**src/rtl/statrd_pkg.sv**
```systemverilog
package statrd_pkg;
    localparam int BYTE_W  = 8;
    localparam int IDX_W   = $clog2(BYTE_W);
    localparam int DENS_W  = 3;
    localparam int RSV_W   = BYTE_W - 2 - DENS_W;

    typedef enum logic [2:0] {
        ST_IDLE,
        ST_OPCODE,
        ST_ARMED,
        ST_STREAM,
        ST_IGNORE
    } statrd_state_t;
endpackage

```
**src/rtl/sck_edge_detect.sv**
```systemverilog
module sck_edge_detect (
    input  logic clk,
    input  logic rst_n,
    input  logic sck,
    output logic rise,
    output logic fall
);
    logic sck_q;

    always_ff @(posedge clk) begin
        if (!rst_n) sck_q <= 1'b0;
        else        sck_q <= sck;
    end

    assign rise = sck & ~sck_q;
    assign fall = ~sck & sck_q;
endmodule

```
**src/rtl/opcode_shifter.sv**
```systemverilog
module opcode_shifter #(
    parameter int W = 8
) (
    input  logic         clk,
    input  logic         rst_n,
    input  logic         clear,
    input  logic         shift_en,
    input  logic         din,
    output logic [W-1:0] word_next,
    output logic         last
);
    localparam int CNT_W = $clog2(W + 1);

    logic [W-1:0]     word_q;
    logic [CNT_W-1:0] cnt_q;

    assign word_next = {word_q[W-2:0], din};
    assign last      = (cnt_q == CNT_W'(W - 1));

    always_ff @(posedge clk) begin
        if (!rst_n || clear) begin
            word_q <= '0;
            cnt_q  <= '0;
        end else if (shift_en && cnt_q != CNT_W'(W)) begin
            word_q <= word_next;
            cnt_q  <= cnt_q + CNT_W'(1);
        end
    end
endmodule

```
**src/rtl/status_serializer.sv**
```systemverilog
module status_serializer
    import statrd_pkg::*;
(
    input  logic              clk,
    input  logic              rst_n,
    input  logic              load,
    input  logic              step,
    input  logic              ready_live,
    input  logic              cmp,
    input  logic [DENS_W-1:0] dens,
    output logic              so_bit,
    output logic [IDX_W-1:0]  idx
);
    logic [DENS_W:0]   snap_q;
    logic [BYTE_W-1:0] frame;

    assign frame = {1'b0, snap_q, {RSV_W{1'b0}}};

    always_ff @(posedge clk) begin
        if (!rst_n) begin
            snap_q <= '0;
            idx    <= IDX_W'(BYTE_W - 1);
        end else if (load) begin
            snap_q <= {cmp, dens};
            idx    <= IDX_W'(BYTE_W - 1);
        end else if (step) begin
            idx    <= idx - IDX_W'(1);
        end
    end

    always_comb begin
        if (idx == IDX_W'(BYTE_W - 1)) so_bit = ready_live;
        else                           so_bit = frame[idx];
    end
endmodule

```
**src/rtl/status_readout.sv**
```systemverilog
module status_readout
    import statrd_pkg::*;
#(
    parameter logic [BYTE_W-1:0] READ_OPCODE = 8'h57
) (
    input  logic              clk,
    input  logic              rst_n,
    input  logic              cs_n,
    input  logic              sck,
    input  logic              si,
    input  logic              busy,
    input  logic              cmp_result,
    input  logic [DENS_W-1:0] density,
    output logic              so_data,
    output logic              so_oe
);
    statrd_state_t state_q, state_d;

    logic             sck_rise, sck_fall;
    logic [BYTE_W-1:0] op_word;
    logic             op_last, op_clear, op_shift;
    logic             ser_load, ser_step, ser_bit;
    logic [IDX_W-1:0] bit_idx;

    sck_edge_detect u_edge (
        .clk   (clk),
        .rst_n (rst_n),
        .sck   (sck),
        .rise  (sck_rise),
        .fall  (sck_fall)
    );

    opcode_shifter #(.W(BYTE_W)) u_op (
        .clk       (clk),
        .rst_n     (rst_n),
        .clear     (op_clear),
        .shift_en  (op_shift),
        .din       (si),
        .word_next (op_word),
        .last      (op_last)
    );

    status_serializer u_ser (
        .clk        (clk),
        .rst_n      (rst_n),
        .load       (ser_load),
        .step       (ser_step),
        .ready_live (~busy),
        .cmp        (cmp_result),
        .dens       (density),
        .so_bit     (ser_bit),
        .idx        (bit_idx)
    );

    always_ff @(posedge clk) begin
        if (!rst_n) state_q <= ST_IDLE;
        else        state_q <= state_d;
    end

    always_comb begin
        state_d = state_q;
        if (cs_n) begin
            state_d = ST_IDLE;
        end else begin
            unique case (state_q)
                ST_IDLE:   state_d = ST_OPCODE;
                ST_OPCODE: if (sck_rise && op_last)
                               state_d = (op_word == READ_OPCODE) ? ST_ARMED : ST_IGNORE;
                ST_ARMED:  if (sck_fall) state_d = ST_STREAM;
                ST_STREAM: state_d = ST_STREAM;
                ST_IGNORE: state_d = ST_IGNORE;
                default:   state_d = ST_IDLE;
            endcase
        end
    end

    always_comb begin
        op_clear = (state_q == ST_IDLE);
        op_shift = (state_q == ST_OPCODE) && sck_rise && !cs_n;
        ser_load = !cs_n && sck_fall &&
                   ((state_q == ST_ARMED) ||
                    ((state_q == ST_STREAM) && bit_idx == '0));
        ser_step = !cs_n && sck_fall && (state_q == ST_STREAM) && bit_idx != '0;
        so_oe    = (state_q == ST_STREAM);
        so_data  = so_oe ? ser_bit : 1'b0;
    end
endmodule

```
**config.mk**
```make
export PLATFORM = sky130hd
export DESIGN_NAME = status_readout
export DESIGN_NICKNAME = d
export VERILOG_FILES = /design/src/rtl/statrd_pkg.sv /design/src/rtl/sck_edge_detect.sv /design/src/rtl/opcode_shifter.sv /design/src/rtl/status_serializer.sv /design/src/rtl/status_readout.sv
export SDC_FILE = /design/constraint.sdc
export NUM_CORES = 1
export LEC_CHECK = 0
export ABC_AREA = 1
export CORE_UTILIZATION = 49
export CTS_CLUSTER_SIZE = 8
export DETAILED_ROUTE_END_ITERATION = 12
export GPL_TIMING_DRIVEN = 0
export PLACE_DENSITY = 0.73
export SLEW_MARGIN = 20
export SYNTH_ARGS = -nofsm -noshare
export SYNTH_HDL_FRONTEND = slang
export SYNTH_SLANG_ARGS = --single-unit
```
**constraint.sdc**
```tcl
create_clock -name clk -period 1.23 [get_ports clk]
set_input_delay 0.123 -clock clk [delete_from_list [all_inputs] [get_ports clk]]
set_output_delay 0.123 -clock clk [all_outputs]
set_load 0.03 [all_outputs]
```
== After elaboration in Yosys (flattened, before gate mapping) ==
Cells that the tools add are included.
Storage, ports and cells
  bits in registers: 22
  input port bits: 10
  output and inout port bits: 2
Operators by class
  multiplexer cells: 8
  add/subtract/negate cells: 2
  bitwise operators: 6
  equal/unequal tests: 10
  $lt $le $gt $ge: 1
  reductions and logical operators: 19
Operators by type and width (count)
  case mux 3 bit (5 select lines): 1
  logical AND 1 bit: 9
  two-way mux 3 bit: 3
  == test 8 x 7 -> 1 bit, second input constant: 1
  == test 3 x 2 -> 1 bit, second input constant: 2
  == test 3 bit, second input constant: 2
  zero test 3 bit: 2
  adder 4 x 1 -> 4 bit, second input constant: 1
  == test 4 x 3 -> 1 bit, second input constant: 1
  less-than comparator 3 x 4 -> 1 bit, second input constant: 1
  inequality test 2 bit, second input constant: 2
  inequality test 4 bit, second input constant: 1
  inverter 1 bit: 4
  OR reduction 2 bit: 2
  binary-select mux 1 bit (select 3 bit): 1
  == test 3 x 1 -> 1 bit, second input constant: 1
  two-way mux 1 bit: 3
  nonzero test 3 bit: 1
  subtractor 3 x 1 -> 3 bit, second input constant: 1
  AND 1 bit: 2
  zero test 1 bit: 2
  logical OR 1 bit: 2
  AND reduction 2 bit: 1

== Logic depth before layout (Yosys ltp) ==
Gate-level depths: netlist of run 1.
  depth after elaboration: 5
  mapped depth: 9

== Modules after synthesis ==
Synthesis of run 1 repeated with hierarchy kept, for this count alone.
Unflattened totals
  cells, all modules: 180
  area total of the unflattened synthesis: 1179.9 µm²
By module, submodules not included
  opcode_shifter: area each 500.5 µm², times used 1, cells each 69
  status_serializer: area each 349.1 µm², times used 1, cells each 51
  status_readout: area each 285.3 µm², times used 1, cells each 53
  sck_edge_detect: area each 45.0 µm², times used 1, cells each 7

== Worst setup path after synthesis of run 1 ==
OpenSTA, ideal clock, no wires.
  path kind: reg-to-reg
  from: register u_op.cnt_q[0]
  to: register u_op.cnt_q[1]
  clock period less this slack: 1.306 ns
  arrival time: 1.192 ns
  cell stages (with the launch flop): 10
  library setup time: 0.113 ns
  setup slack: -0.076 ns
  data required time: 1.117 ns
  cells stage by stage: dfxtp_1 -> inv_1 -> ha_1 -> nand2_1 -> nor2_2 -> nor2_4 -> nand2_4 -> buf_6 -> o21ai_1 -> nor2_1
On the way
  longest elaborated chain between the ends: 2
Ends and longest elaborated chain
  start: declaration: RTL line opcode_shifter.sv:15  | logic [CNT_W-1:0] cnt_q;
  start signal: assignment: RTL line opcode_shifter.sv:26  | cnt_q <= cnt_q + CNT_W'(1);
  parallel branches: the longest is 2 deep, another holds adder 4 x 1 -> 4 bit
Several ways; the timed one is not identified.
A chain may end at the register's enable or synchronous reset.

== Worst setup path after layout of run 1 ==
  from: register u_ser.idx[0]
  to: output port so_data
On the way
  longest elaborated chain between the ends: 4
Ends and longest elaborated chain
  start: declaration: RTL line status_serializer.sv:12  | output logic [IDX_W-1:0] idx
  start signal: assignment: RTL line status_serializer.sv:22  | idx <= IDX_W'(BYTE_W - 1);
  start signal: assignment: RTL line status_serializer.sv:25  | idx <= IDX_W'(BYTE_W - 1);
  start signal: assignment: RTL line status_serializer.sv:27  | idx <= idx - IDX_W'(1);
  binary-select mux 1 bit (select 3 bit): RTL line status_serializer.sv:33  | else so_bit = frame[idx];
  two-way mux 1 bit (not written as such): RTL line status_serializer.sv:33
  two-way mux 1 bit *: RTL line status_serializer.sv:32  | if (idx == IDX_W'(BYTE_W - 1)) so_bit = ready_live;
  two-way mux 1 bit *: RTL line status_readout.sv:85  | so_data = so_oe ? ser_bit : 1'b0;
  end: declaration: RTL line status_readout.sv:14  | output logic so_data,
Every way passes the cells marked *; elsewhere a longest branch is shown, timed or not. The select of a mux whose other input is x is not followed.

==> results.yml, run 1 <==
logic_synthesis:
  synth.most_common_cell: "nand2_1"
  synthesis.nets: 186
  syn_area_per_cell_um2: 6.96
  yosysUniqueCellTypes: 21
  synth.largest_area_cell: "dfxtp_1"
  synthDominantCellAreaShare: 0.370
  yosysWarnings: 0
  synthCells: 171
  synthFlopType: "dfxtp_1"
  async_flop_share: 0
  syn_area_um2: 1190
  yosys_register_bits: 22
  synth-seq-area-share: 0.370
  synth_area_leaders: "dfxtp_1 (37%), nand2_1 (11%), nor2_1 (9.8%)"
  synth_enable_flop_cells: 0
  yosys-top-cells-count: "nand2_1 (36), nor2_1 (31), dfxtp_1 (22)"
sta:
  skew_ps: 2.67
  rsz0062_at_grt: "yes"
  worst_slack_ps: -224
  finalCriticalPeriod_ps: 1450
  final_max_slew_viol_count: 0
  fmax_mhz: 688
  slew_headroom: 0.781
  finalSetupViolCount: 18
  fin_setup_tns_ps: -1000
  hold_violations: 0
  max_slew.worst_pin.slew_ps: 329
  fin_crit_sh: 1.18
floorplan:
  start_util: 0.528
  row_count: 17
  die_h_um: 51.3
  die_area_um2: 2630
  die_w_um: 51.3
  io_pins: 12
  core_um2: 2250
min_path:
  hp-class: "in -> reg"
  hp-start: "density[2]"
  hold_depth: 3
  min_to: "u_ser.snap_q[2]$_SDFFE_PN0P_"
place:
  place.gp.congestion: 0.795
  dp.cells: 210
  pre_cts_slack_ps: -531
  port-buffer-count: 11
  dp_hpwl_um: 1820
cts:
  cts-buffers-inserted: 3
  path_clk_slew_ps: 130
  cts_tree: "built"
  holdBufCountCts: 0
  cts.sinks: 22
  cts_max_level: 1
  clockBufferDepth: 2
  clk-insertion-delay-late_ps: 320
  cts_root_buffer: "clkbuf_4"
routing:
  highest_layer: "met4"
  wire_per_inst_um: 12.1
  drcViolationCount: 0
  postRouteAntennaNets: 0
  dr_wl_met3_um: 76
  wl_met1_um: 1180
  route.met2.wl_um: 1510
  vias_per_cell: 5.01
  num_vias: 1163
  routed_wl_um: 2810
  drt-pass1-iter-count: 4
  drt_iter0_drc: 18
critical_path:
  worst_path_max_delay_cell: "dfxtp_4"
  path_buf_inv: 2
  startpoint_type: "flip-flop"
  r2r_start: "u_op.cnt_q[0]$_SDFFE_PP0P_"
  cp_max_fo: 4
  worst_path_largest_cell_delay_ps: 400
  r2r_end: "u_op.cnt_q[0]$_SDFFE_PP0P_"
  cp_cell_sequence: "ha_4 > inv_4 > o21ai_2 > a21oi_2 > nor2_2 > buf_6"
  end_kind: "output pin"
  critPathArrivalTime_ps: 1330
  rr_worst_depth: 9
  rrSetupSlack_ps: -70
  cpLargestDelayFamily: "flip-flops"
  cp.required_ps: 1110
  critPathKind: "reg -> out"
  worst-path-stages: 6
pwr:
  p_total_w: 0.00145
  power_per_cell_area_nw_per_um2: 832
  p_leak_nw: 0.705
  pwr-share-clk: 0.394
  power_switching_w: 0.000328
  seq_power_share: 0.498
  comb_power_share: 0.108
  internal_power_w: 0.00112
  switching_share: 0.227
  peakVddDrop_mv: 0.731
global_route:
  grt_pass1_wl_um: 4560
  gr-usage-all-layers: 0.232
  grt_max_degree: 14
  grt_overflow: 0
  antenna_found_initial: 0
  grt_pass1_vias: 1070
flow_run:
  maxCapViolations: 0
layout:
  diodes: 0
  final_layout_size_suffix_gt1_frac: 0.402
  areaGrowthSynthToFinish_pct: 46.0
  regArea_um2: 459
  stdcell_count: 232
  fin_nets: 220
  multi_input_area_um2: 788
  nFillCells: 154
status:
  violations: "setup timing"
  outcome: "finished, violations left"
[stage by stage]
| stage | util | instance area (um2) | hold slack, ps |
|---|---|---|---|
| global placement | 0.602 | 1360 | 447 |
| finish | 0.770 | 1740 | 374 |
| floorplan | - | 1210 | 216 |
| global route | 0.770 | 1740 | 369 |
| CTS | 0.713 | 1610 | 371 |
| detailed placement | 0.602 | 1360 | 456 |
[area by class of cell]
| class | count | share of cell area |
|---|---|---|
| inverters | 24 | 0.0620 |
| clock inverters | 1 | 0.0173 |
| repair buffers | 29 | 0.163 |
| multi-input cells | 124 | 0.454 |
| plain buffers | 1 | 0.00648 |
| clock buffers | 3 | 0.0130 |
| flip-flops and latches | 22 | 0.264 |
| well taps | 28 | 0.0202 |
[tightest hold or removal path: stages]
cell and delay (ps):
clkdlybuf4s50_1 400, nand3_1 80, a21oi_1 60
[power by group through the flow]
stage               registers (W)  clock network [W]   logic, W
finish                   0.000720           0.000570   0.000156
global route             0.000721           0.000604   0.000170
CTS                      0.000720           0.000586   0.000136
detailed placement       0.000742                  0   0.000118
global placement         0.000742                  0   0.000115
floorplan                0.000740                  0  0.0000717
[cells in the final DEF, fill, tap and decap left out, types with 5 or more instances in the layout]
cell type        instances
nand2_1                 29
nor2_1                  28
dfxtp_1                 15
inv_1                   14
buf_4                   11
o21ai_2                 10
nand3_1                  9
buf_6                    9
clkdlybuf4s50_1          9
a21oi_1                  8
nor2_4                   6
inv_2                    5
nand2_2                  5
a21oi_2                  5
[worst max path at each step]
stage | start | endpoint | slack, ps
floorplan | u_op.cnt_q[0]$_SDFFE_PP0P_ | u_op.word_q[1]$_SDFFE_PP0P_ | -20
global placement | state_q[1]$_SDFFE_PP0P_ | so_data | -520
detailed placement | state_q[1]$_SDFFE_PP0P_ | so_data | -530
CTS | u_ser.idx[1]$_SDFFE_PP1P_ | so_data | -230
global route | u_ser.idx[0]$_SDFFE_PP1P_ | so_data | -290
finish | u_ser.idx[0]$_SDFFE_PP1P_ | so_data | -220
[layer usage]
layer / GRT usage / up-vias
li1: - / 612
met1: 0.275 / 529
met2: 0.425 / 17
met3: 0.0387 / 5
met4: 0.0676 / 0
met5: 0 / -
[kinds of logic (layout without fill, tap and decap cells)]
kind of cell / after synthesis / after routing / synth area share
simple gates: 88 / 88 / 0.339
compound gates: 29 / 29 / 0.138
flops: 22 / 22 / 0.370
fa+ha+maj: 5 / 5 / 0.0526
buf+inv: 25 / 58 / 0.0862
xor+xnor: 2 / 2 / 0.0147
[registers in the layout (all words and copies together), names as in the netlist]
name	cells
u_op.word_q	7
u_op.cnt_q	4
u_ser.snap_q	4
state_q	3
u_ser.idx	3
u_edge.sck_q	1
[repair_timing]
item / CTS / global route
buffers inserted: 9 / 8
setup endpoints to repair: 20 / 23
pin swaps: 11 / 13
cloned: 1 / 0
resized for setup: 55 / 19
hold endpoints to repair: 0 / 0
No activity file was read; power rests on OpenSTA's default activity.
==> inputs of run 2 (changes only) <==
--- a/config.mk
+++ b/config.mk
@@ -11,6 +11,7 @@
 export DETAILED_ROUTE_END_ITERATION = 12
 export GPL_TIMING_DRIVEN = 0
 export PLACE_DENSITY = 0.73
+export SETUP_SLACK_MARGIN = 0.05
 export SLEW_MARGIN = 20
 export SYNTH_ARGS = -nofsm -noshare
 export SYNTH_HDL_FRONTEND = slang
==> results.yml, run 2 (synthesis results as in run 1) <==
status:
  outcome: "finished, violations left"
  violations: "setup timing"
sta:
  fin_crit_sh: 1.18
  finalSetupViolCount: 13
  hold_violations: 0
  worst_slack_ps: -216
  finalCriticalPeriod_ps: 1450
  fmax_mhz: 691
  slew_headroom: 0.809
  skew_ps: 1.64
  final_max_slew_viol_count: 0
  rsz0062_at_grt: "yes"
  max_slew.worst_pin.slew_ps: 286
layout:
  areaGrowthSynthToFinish_pct: 51.7
  reg.largest.list: "u_op.word_q: 7 flops, u_op.cnt_q: 4 flops, u_ser.snap_q: 4 flops"
  fin_nets: 220
  final_area_um2: 1810
  layout_common_cells: "nand2_1 (30), nor2_1 (19), inv_1 (14), dfxtp_1 (14)"
  largest_reg_flops: 7
  diodes: 0
  fin_util: 0.801
  final_layout_size_suffix_gt1_frac: 0.475
  layout_commonest_cell: "nand2_1"
  top_register: "u_op.word_q"
floorplan:
  io_pins: 12
  core_um2: 2250
  die_w_um: 51.3
  row_count: 17
  start_util: 0.528
  die_area_um2: 2630
  die_h_um: 51.3
place:
  place_area_um2: 1360
  pre_cts_slack_ps: -504
  place.gp.congestion: 0.799
  dp_hpwl_um: 1760
  port-buffer-count: 11
pwr:
  power_per_cell_area_nw_per_um2: 807
  p_leak_nw: 0.725
  peakVddDrop_mv: 0.859
critical_path:
  startpoint_type: "flip-flop"
  critPathKind: "reg -> out"
  path_buf_inv: 2
  end_kind: "output pin"
  cp.required_ps: 1110
  critPathArrivalTime_ps: 1320
  cpLargestDelayFamily: "flip-flops"
  worst-path-stages: 6
  rr_worst_depth: 10
  worst_path_largest_cell_delay_ps: 400
  cp_cell_sequence: "ha_4 > inv_4 > a21oi_2 > o21ai_2 > nor2_2 > buf_6"
  worst_path_max_delay_cell: "dfxtp_4"
  cp_max_fo: 4
global_route:
  grt_max_degree: 14
  grt_overflow: 0
  antenna_found_initial: 0
  gr-usage-all-layers: 0.222
  grt_pass1_vias: 1007
  grt_pass1_wl_um: 4300
min_path:
  hold_depth: 3
  hp-class: "in -> reg"
routing:
  drcViolationCount: 0
  num_vias: 1191
  routed_wl_um: 3110
  vias_per_cell: 5.13
  wire_per_inst_um: 13.4
  drt-pass1-iter-count: 4
  postRouteAntennaNets: 0
  drt_iter0_drc: 27
cts:
  cts_root_buffer: "clkbuf_4"
  cts_max_level: 1
  clk-insertion-delay-late_ps: 320
  cts-buffers-inserted: 3
  path_clk_slew_ps: 130
  clockBufferDepth: 2
  cts.sinks: 22
  cts_tree: "built"
flow_run:
  maxCapViolations: 0
-- run 2: cell types whose count changed in the layout (fill, tap and decap cells not counted), sizes merged --
| cell | delta |
|---|---|
| buf | -1 |
| clkinv | +1 |
-- run 2: metrics by stage --
step	instances	hold WS [ps]	power, W	TNS, ps
floorplan	171	216	0.000812	-88.9
global placement	210	446	0.000857	-3530
detailed placement	210	460	0.000858	-3940
CTS	224	376	0.00142	-1200
global route	232	382	0.00150	-2110
finish	232	381	0.00146	-1090
-- run 2: worst paths after layout --
check	slack, ps	start	end
worst max-delay path	-220	u_ser.idx[1]$_SDFFE_PP1P_	so_data
worst min-delay path	380	density[2]	u_ser.snap_q[2]$_SDFFE_PN0P_
worst max register to register	-110	u_op.cnt_q[1]$_SDFFE_PP0P_	u_op.word_q[0]$_SDFFE_PP0P_
worst min register to register	490	u_ser.snap_q[2]$_SDFFE_PN0P_	u_ser.snap_q[2]$_SDFFE_PN0P_
-- run 2: report_power, final --
part           switching, W  leakage [nW]  internal [W]
clock              0.000240        0.0279      0.000330
combinational     0.0000869         0.516     0.0000802
sequential       0.00000927         0.181      0.000711
total              0.000336         0.725       0.00112
-- run 2: cell type report --
| type | instances | area [um2] |
|---|---|---|
| clock buffer | 3 | 22.5 |
| clock inverter | 1 | 30.0 |
| fill | 148 | 449 |
| inverter | 24 | 110 |
| multi-input combinational | 124 | 850 |
| sequential | 22 | 460 |
| tap | 28 | 35.0 |
| timing repair buffer | 29 | 287 |
| timing repair inverter | 1 | 11.3 |
-- run 2: repair_timing --
| action | 4_1_cts | 5_1_grt |
|---|---|---|
| endpoints found under the setup margin | 20 | 23 |
| setup buffers | 9 | 8 |
| gates cloned | 1 | 1 |
| gates resized for setup | 48 | 42 |
| pin swaps | 8 | 31 |
| hold buffers | 0 | 0 |
-- run 2: tightest hold or removal path, stage by stage --
cell and delay [ps]:
clkdlybuf4s50_1 400, nand3_1 80, a21oi_1 60
-- run 2: layer usage --
metal | vias to the layer above | track usage | routed length, um
li1 | 612 | - | -
met2 | 12 | 0.419 | 1700
met1 | 557 | 0.245 | 1270
met4 | 0 | 0.0541 | 65
met3 | 10 | 0.0536 | 68
met5 | - | 0 | 0
